<file path="src/rtl/cfgser_pkg.sv">
package cfgser_pkg;
  typedef enum logic [1:0] {
    MODE_ALL_LVDS         = 2'b00,
    MODE_B0_PECL_REST_LVDS = 2'b01,
    MODE_B0_LVDS_REST_PECL = 2'b10,
    MODE_ALL_PECL         = 2'b11
  } type_mode_e;

  localparam int TYPE_BITS = 2;
endpackage

</file>
<file path="src/rtl/cfgser_sync.sv">
module cfgser_sync #(
  parameter int STAGES = 2
) (
  input  logic clk,
  input  logic rst_n,
  input  logic d,
  output logic q
);
  logic [STAGES-1:0] chain_q;

  generate
    for (genvar i = 0; i < STAGES; i++) begin : g_stage
      if (i == 0) begin : g_first
        always_ff @(posedge clk or negedge rst_n) begin
          if (!rst_n) chain_q[0] <= 1'b0;
          else        chain_q[0] <= d;
        end
      end else begin : g_next
        always_ff @(posedge clk or negedge rst_n) begin
          if (!rst_n) chain_q[i] <= 1'b0;
          else        chain_q[i] <= chain_q[i-1];
        end
      end
    end
  endgenerate

  assign q = chain_q[STAGES-1];
endmodule

</file>
<file path="src/rtl/cfgser_shifter.sv">
module cfgser_shifter #(
  parameter int FRAME_BITS = 22,
  localparam int CNT_W = $clog2(FRAME_BITS + 2)
) (
  input  logic                  clk,
  input  logic                  rst_n,
  input  logic                  shift_en,
  input  logic                  cnt_clr,
  input  logic                  din,
  output logic [FRAME_BITS-1:0] sr_q,
  output logic [CNT_W-1:0]      cnt_q,
  output logic                  frame_exact
);
  localparam logic [CNT_W-1:0] CNT_SAT = CNT_W'(FRAME_BITS + 1);
  localparam logic [CNT_W-1:0] CNT_HIT = CNT_W'(FRAME_BITS);

  always_ff @(posedge clk or negedge rst_n) begin
    if (!rst_n) begin
      sr_q <= '0;
    end else if (shift_en) begin
      sr_q <= {sr_q[FRAME_BITS-2:0], din};
    end
  end

  // Count saturates one past the frame length so any overlong frame stays distinguishable.
  always_ff @(posedge clk or negedge rst_n) begin
    if (!rst_n) begin
      cnt_q <= '0;
    end else if (cnt_clr) begin
      cnt_q <= shift_en ? CNT_W'(1) : '0;
    end else if (shift_en && cnt_q != CNT_SAT) begin
      cnt_q <= cnt_q + CNT_W'(1);
    end
  end

  assign frame_exact = (cnt_q == CNT_HIT);
endmodule

</file>
<file path="src/rtl/cfgser_decode.sv">
module cfgser_decode #(
  parameter int NUM_BANKS = 4,
  parameter int RATIO_W   = 3,
  parameter int OUTS_PER  = 2,
  localparam int OE_BITS  = NUM_BANKS * OUTS_PER,
  localparam int RATIO_LO = OE_BITS + cfgser_pkg::TYPE_BITS,
  localparam int WORD_W   = NUM_BANKS * RATIO_W + RATIO_LO
) (
  input  logic [WORD_W-1:0]            word,
  output logic [NUM_BANKS*RATIO_W-1:0] ratio_codes,
  output logic [OE_BITS-1:0]           oe,
  output logic [NUM_BANKS-1:0]         bank_lvpecl,
  output cfgser_pkg::type_mode_e       mode
);
  // Each ratio group is sent code bit 0 first, so it lands bit-reversed in the word.
  generate
    for (genvar b = 0; b < NUM_BANKS; b++) begin : g_bank
      for (genvar k = 0; k < RATIO_W; k++) begin : g_rbit
        assign ratio_codes[b*RATIO_W + k] = word[RATIO_LO + b*RATIO_W + (RATIO_W-1-k)];
      end
      if (b == 0) begin : g_t0
        assign bank_lvpecl[b] = word[0];
      end else begin : g_tn
        assign bank_lvpecl[b] = word[1];
      end
    end
  endgenerate

  assign oe   = word[cfgser_pkg::TYPE_BITS +: OE_BITS];
  assign mode = cfgser_pkg::type_mode_e'(word[1:0]);
endmodule

</file>
<file path="src/rtl/clkdiv_cfg_serial.sv">
module clkdiv_cfg_serial #(
  parameter int NUM_BANKS   = 4,
  parameter int RATIO_W     = 3,
  parameter int OUTS_PER    = 2,
  parameter int SYNC_STAGES = 2
) (
  input  logic                         clk,
  input  logic                         rst_n,
  input  logic                         sclk,
  input  logic                         sdata,
  input  logic                         le,
  output logic                         miso,
  output logic [NUM_BANKS*RATIO_W-1:0] ratio_codes,
  output logic [NUM_BANKS*OUTS_PER-1:0] out_en,
  output logic [NUM_BANKS-1:0]         bank_lvpecl,
  output logic [1:0]                   type_mode
);
  localparam int OE_BITS    = NUM_BANKS * OUTS_PER;
  localparam int FRAME_BITS = NUM_BANKS * RATIO_W + OE_BITS + cfgser_pkg::TYPE_BITS;
  localparam int CNT_W      = $clog2(FRAME_BITS + 2);

  logic sclk_s, sdata_s, le_s;
  logic sclk_d, le_d;
  logic sclk_rise, le_rise, le_fall, shift_en, commit;
  logic [FRAME_BITS-1:0] sr_q, held_q;
  logic [CNT_W-1:0]      cnt_q;
  logic                  frame_exact;
  logic [OE_BITS-1:0]    dec_oe;
  cfgser_pkg::type_mode_e dec_mode;

  cfgser_sync #(.STAGES(SYNC_STAGES)) u_sync_sclk (.clk(clk), .rst_n(rst_n), .d(sclk),  .q(sclk_s));
  cfgser_sync #(.STAGES(SYNC_STAGES)) u_sync_sdat (.clk(clk), .rst_n(rst_n), .d(sdata), .q(sdata_s));
  cfgser_sync #(.STAGES(SYNC_STAGES)) u_sync_le   (.clk(clk), .rst_n(rst_n), .d(le),    .q(le_s));

  always_ff @(posedge clk or negedge rst_n) begin
    if (!rst_n) begin
      sclk_d <= 1'b0;
      le_d   <= 1'b0;
    end else begin
      sclk_d <= sclk_s;
      le_d   <= le_s;
    end
  end

  assign sclk_rise = sclk_s & ~sclk_d;
  assign le_rise   = le_s & ~le_d;
  assign le_fall   = ~le_s & le_d;
  assign shift_en  = sclk_rise & ~le_s;

  cfgser_shifter #(.FRAME_BITS(FRAME_BITS)) u_shift (
    .clk(clk), .rst_n(rst_n), .shift_en(shift_en), .cnt_clr(le_fall),
    .din(sdata_s), .sr_q(sr_q), .cnt_q(cnt_q), .frame_exact(frame_exact)
  );

  assign commit = le_rise & frame_exact;

  always_ff @(posedge clk or negedge rst_n) begin
    if (!rst_n)      held_q <= '0;
    else if (commit) held_q <= sr_q;
  end

  cfgser_decode #(.NUM_BANKS(NUM_BANKS), .RATIO_W(RATIO_W), .OUTS_PER(OUTS_PER)) u_dec (
    .word(held_q), .ratio_codes(ratio_codes), .oe(dec_oe),
    .bank_lvpecl(bank_lvpecl), .mode(dec_mode)
  );

  assign out_en    = dec_oe & {OE_BITS{le_s}};
  assign type_mode = dec_mode;
  assign miso      = sr_q[FRAME_BITS-1];
endmodule

</file>
<file path="config.mk">
export PLATFORM = sky130hd
export DESIGN_NAME = clkdiv_cfg_serial
export DESIGN_NICKNAME = d
export VERILOG_FILES = /design/src/rtl/cfgser_pkg.sv /design/src/rtl/cfgser_sync.sv /design/src/rtl/cfgser_shifter.sv /design/src/rtl/cfgser_decode.sv /design/src/rtl/clkdiv_cfg_serial.sv
export SDC_FILE = /design/constraint.sdc
export NUM_CORES = 1
export LEC_CHECK = 0
export ABC_CLOCK_PERIOD_IN_PS = 1900
export CAP_MARGIN = 20
export CORE_MARGIN = 4
export CORE_UTILIZATION = 45
export DETAILED_ROUTE_END_ITERATION = 8
export GPL_TIMING_DRIVEN = 0
export PLACE_DENSITY_LB_ADDON = 0.3
export SYNTH_ARGS = -nofsm -noshare
export SYNTH_HDL_FRONTEND = slang
export SYNTH_HIERARCHICAL = 1
export SYNTH_SLANG_ARGS = --single-unit
</file>
<file path="constraint.sdc">
create_clock -name clk -period 1.9 [get_ports clk]
set_input_delay 0.38 -clock clk [delete_from_list [all_inputs] [get_ports clk]]
set_output_delay 0.38 -clock clk [all_outputs]
set_load 0.1 [all_outputs]
</file>
# Word level (Yosys, flattened, before mapping)
# Cells that the tools add are included.
dict set report word_totals {
  output_inout_bits 27
  input_bits 5
  ff_bits 57
  wordCells 28
}
dict set report op_classes {
  n_mux 3
  bitwise 9
  eq_ne 2
  n_reduce_logical 2
  addsub 1
}
# cell n
set op_table {}
lappend op_table {{5-bit 2-to-1 mux} 2}
lappend op_table {{8-bit bitwise AND} 1}
lappend op_table {{5-bit by 1-bit adder with 5-bit output, second input constant} 1}
lappend op_table {{1-bit bitwise AND} 5}
lappend op_table {{5-bit == test, second input constant} 1}
lappend op_table {{5-bit inequality test, second input constant} 1}
lappend op_table {{1-bit inverter} 3}
lappend op_table {{2-bit nonzero test} 1}
lappend op_table {{1-bit logical AND} 1}
lappend op_table {{1-bit 2-to-1 mux} 1}

# Depth between registers and ports, before layout
dict set report depth {
  depth_word 6
  mapped_depth 7
  ltp_nobuf 6
}

# Modules after synthesis
# The synthesis kept the hierarchy.
# module area_per_inst_um2 cells_per_inst n_inst seq_area_each_um2
set modules_own_cells {}
lappend modules_own_cells {cfgser_shifter 1093.5 75 1 675.6}
lappend modules_own_cells {clkdiv_cfg_serial 1033.5 60 1 600.6}
lappend modules_own_cells {cfgser_decode 195.2 26 1 0.0}
lappend modules_own_cells {cfgser_sync 50.0 2 3 50.0}

# Worst setup path before layout
# Ideal clock, no wire load.
dict set report synth_timing {
  path_kind {register -> output}
  start {register u_sync_le.chain_q[1] (netlist: u_sync_le/q)}
  end {output port out_en[0]}
  slack_ps 138
  t_required_ps 1520
  stages_incl_launch_ff 3
  arrival_time_ps 1382
  n_path_buf 1
  path_cell_list {dfrtp_1 -> clkbuf_1 -> and2_1}
}
dict set report synth_between {
  elab_chain_len 1
}
# item line_no
set synth_rtl {}
lappend synth_rtl {{start: declaration} cfgser_sync.sv:9} ;# logic [STAGES-1:0] chain_q;
lappend synth_rtl {{start signal: indexed assignment} cfgser_sync.sv:21} ;# else chain_q[i] <= chain_q[i-1];
lappend synth_rtl {{8-bit bitwise AND} clkdiv_cfg_serial.sv:67} ;# assign out_en = dec_oe & {OE_BITS{le_s}};
lappend synth_rtl {{end: declaration} clkdiv_cfg_serial.sv:14} ;# output logic [NUM_BANKS*OUTS_PER-1:0] out_en,
# Every way passes these cells.

# Final worst setup path
dict set report layout_timing {
  start {register held_q[1]}
  end {output port bank_lvpecl[2]}
}
# item line_no
set layout_lines {}
lappend layout_lines {{start: declaration} clkdiv_cfg_serial.sv:25} ;# logic [FRAME_BITS-1:0] sr_q, held_q;
lappend layout_lines {{start signal: assignment} clkdiv_cfg_serial.sv:59} ;# else if (commit) held_q <= sr_q;
lappend layout_lines {{end: declaration} clkdiv_cfg_serial.sv:15} ;# output logic [NUM_BANKS-1:0] bank_lvpecl,
# No word-level cell between the ends.

==> results.md <==
* Drt via density at 4.88
* Pre-Repair DR Iteration Count at 4
* Clk Latency, worst-skew pair at 330 ps
* Layout area overhead at 27.6%
* Reg clk slew, reported paths at 60 ps
* CTS tree: done
* Critical Path Sink Type: output port
* Max capacitance violation total at 0
* Yosys warns at 6
* Synth area leader: dfrtp_1
* Die width at 82.1 um
* PwrDens at 858 nW/um2
* Final Critical Period at 1780 ps
* Worst IR Drop VDD at 0.545 mV
* Final period util at 93.7%
* Rel. slew slack at 63.1%
* Mapped Nets at 174
* Post-synthesis cell type count at 26
* Largest net degree at the start of global routing at 44
* R2R Path End: held_q[7]
* Worst hold path class: register to register
* Inserted Clock Buffers at 9
* Gr ovfl total at 0
* R2r setup slk at 130 ps
* Fraction of layout cells with a size suffix above 1 at 56.5%
* RD Place Congestion at 0.673
* Die Height at 82.1 um
* Final setup vio count at 0
* I/O pins at 32
* FMAX at 561 MHz
* Place WS at -543 ps
* Inst Count DP at 269
* Setup Total Neg Slack at 0 ps
* Root buffer cell: clkbuf_8
* Vias in the first global route at 1544
* Core box area at 5200 um2
* Worst R2R Path Depth at 7
* Initial core utilization at 47.5%
* Syn Area/Cell at 14.8 um2
* Post-synthesis sequential element count at 57
* Hold Violations, Final at 0
* Drt drc at 0
* Tot GR Track Use at 14.8%
* Hold path startpoint: u_sync_le/chain_q[0]
* CP Launch Type: register
* WHS Endpoint: u_sync_le/q
* Clock Skews at 4.99 ps
* Final ANT Viol Nets at 0
* Post-CTS setup buffer count at 0
* Final wirelength at 4.18 mm
* Final Util at 60.6%
* HPWL after DPL at 2.87 mm
* Row Count at 26
* Nets at 218
* RR Startpoint: u_shift/cnt_q[0]
* Synthesized area at 2470 um2
* Vias at 1397
* Status: complete, no violations
* Final Max Slew Viols at 0
* Worst Path Max Fanout at 5
* Port Buffers at 31
* Slew @ Worst Pin at 556 ps
* WP data required at 1520 ps
* Yosys top cell area share at 57.7%
* Critical Path AT at 1400 ps
* # H-tree levels at 3
* First-pass GRT wire length at 7.25 mm
* Avg WL per Cell at 14.6 um
* Clock Path Buffers at 2
* Pleak at 1.60 nW
* Overall die area at 6740 um2
* Post-route non-filler standard cell count at 286
* Synth area leaders: dfrtp_1, mux2_4, mux2_2
* Initial antenna violation count at 0
* CTS sink cnt at 57
* Hold Path Stages at 0
* Total Power at 2.71 mW
* Sequential fraction of the synthesis area at 57.7%
* Final WS setup at 119 ps
* # diodes at 0
* Setup CP Type: register to output port
* DR iter-0 viols at 42
* Unrepaired setup endpoints after global routing: false
* Cells after Synth at 167
Yosys cell counts:
master    instances
mux2_4           20
buf_4            27
nor3b_1           1
or2_2             1
xnor2_1           1
buf_6             2
buf_2             2
nor2b_1           2
clkbuf_1          1
ha_1              2
o2111a_1          1
a21oi_1           3
dfrtp_1          57
nor2_1            1
inv_1             2
nand2_1           2
and2_1            8
nor3_1            2
a211o_1           1
nand4_1           2
o22ai_1           1
mux2_2           24
nand4b_1          1
nand3b_4          1
a311oi_1          1
a31oi_1           1
per-stage QoR:
step	cell area (um2)	hold WS (ps)
floorplan	2470	84.4
global placement	2870	333
detailed placement	2890	303
CTS	3110	351
global route	3160	348
finish	3160	348
worst max-delay path by stage:
stage                start        endpoint  slack [ps]  cells after the start
3_3_place_gp         rst_n       held_q[6]       -1100                      1
2_1_floorplan  u_sync_le/q       out_en[0]         140                      2
4_1_cts        u_sync_le/q       out_en[6]          50                      3
3_5_place_dp   u_sync_le/q       out_en[3]        -540                      3
6_report         held_q[1]  bank_lvpecl[2]         120                      2
5_1_grt        u_sync_le/q       out_en[2]          20                      3
cells in the final DEF (no fill, tap or decap), types with 3 or more instances in the layout:
cell	instances
and2_1	8
dfrtp_1	57
a21oi_1	3
clkbuf_8	12
buf_6	11
buf_2	3
clkdlybuf4s50_1	3
mux2_4	20
buf_4	26
mux2_2	24
clkdlybuf4s15_2	19
layer usage:
layer / wire, um / global-route usage, % / vias up
li1: - / - / 639
met1: 1680 / 16.3 / 723
met2: 2240 / 25.1 / 24
met3: 154 / 4.34 / 11
met4: 109 / 9.14 / 0
met5: 0 / 0 / -
critical path: stages (launching register included):
cell and delay [ps]:
dfrtp_1 400, buf_4 130, clkdlybuf4s15_2 540
state kept, by name (all words and copies together) (netlist names):
signal / flops
sclk_d: 1
held_q: 22
u_sync_le/chain_q: 1
u_sync_le/q: 1
u_sync_sdat/chain_q: 1
u_shift/sr_q: 22
le_d: 1
u_sync_sclk/q: 1
u_sync_sclk/chain_q: 1
u_sync_sdat/q: 1
u_shift/cnt_q: 5
where the power goes:
part | switching [mW] | internal (mW) | leakage [nW]
clock | 0.446 | 0.712 | 0.107
sequential | 0.0714 | 1.31 | 0.763
combinational | 0.0700 | 0.0983 | 0.734
layout make-up:
cell class / count / area [um2]
Buffer: 32 / 246
Fill cell: 419 / 2050
Multi-Input combinational cell: 76 / 811
Timing Repair Buffer: 33 / 369
Clock buffer: 14 / 173
Inverter: 2 / 7.51
Clock inverter: 2 / 35.0
Tap cell: 70 / 87.6
Sequential cell: 57 / 1430
cells by family after synthesis:
family / count (synthesis) / synth area share, %
flops: 57 / 57.7
fa+ha+maj: 2 / 1.01
mux: 44 / 23.1
xor+xnor: 1 / 0.354
simple gates: 21 / 5.62
buf+inv: 34 / 9.97
compound gates: 8 / 2.28
timing repair:
item                                    CTS  global route
hold buffers                              1             0
endpoints found under the setup margin   28             9
endpoints found under the hold margin    14             0
gates resized for setup                 107            12
Note: power is estimated with default switching activity, not from simulation.
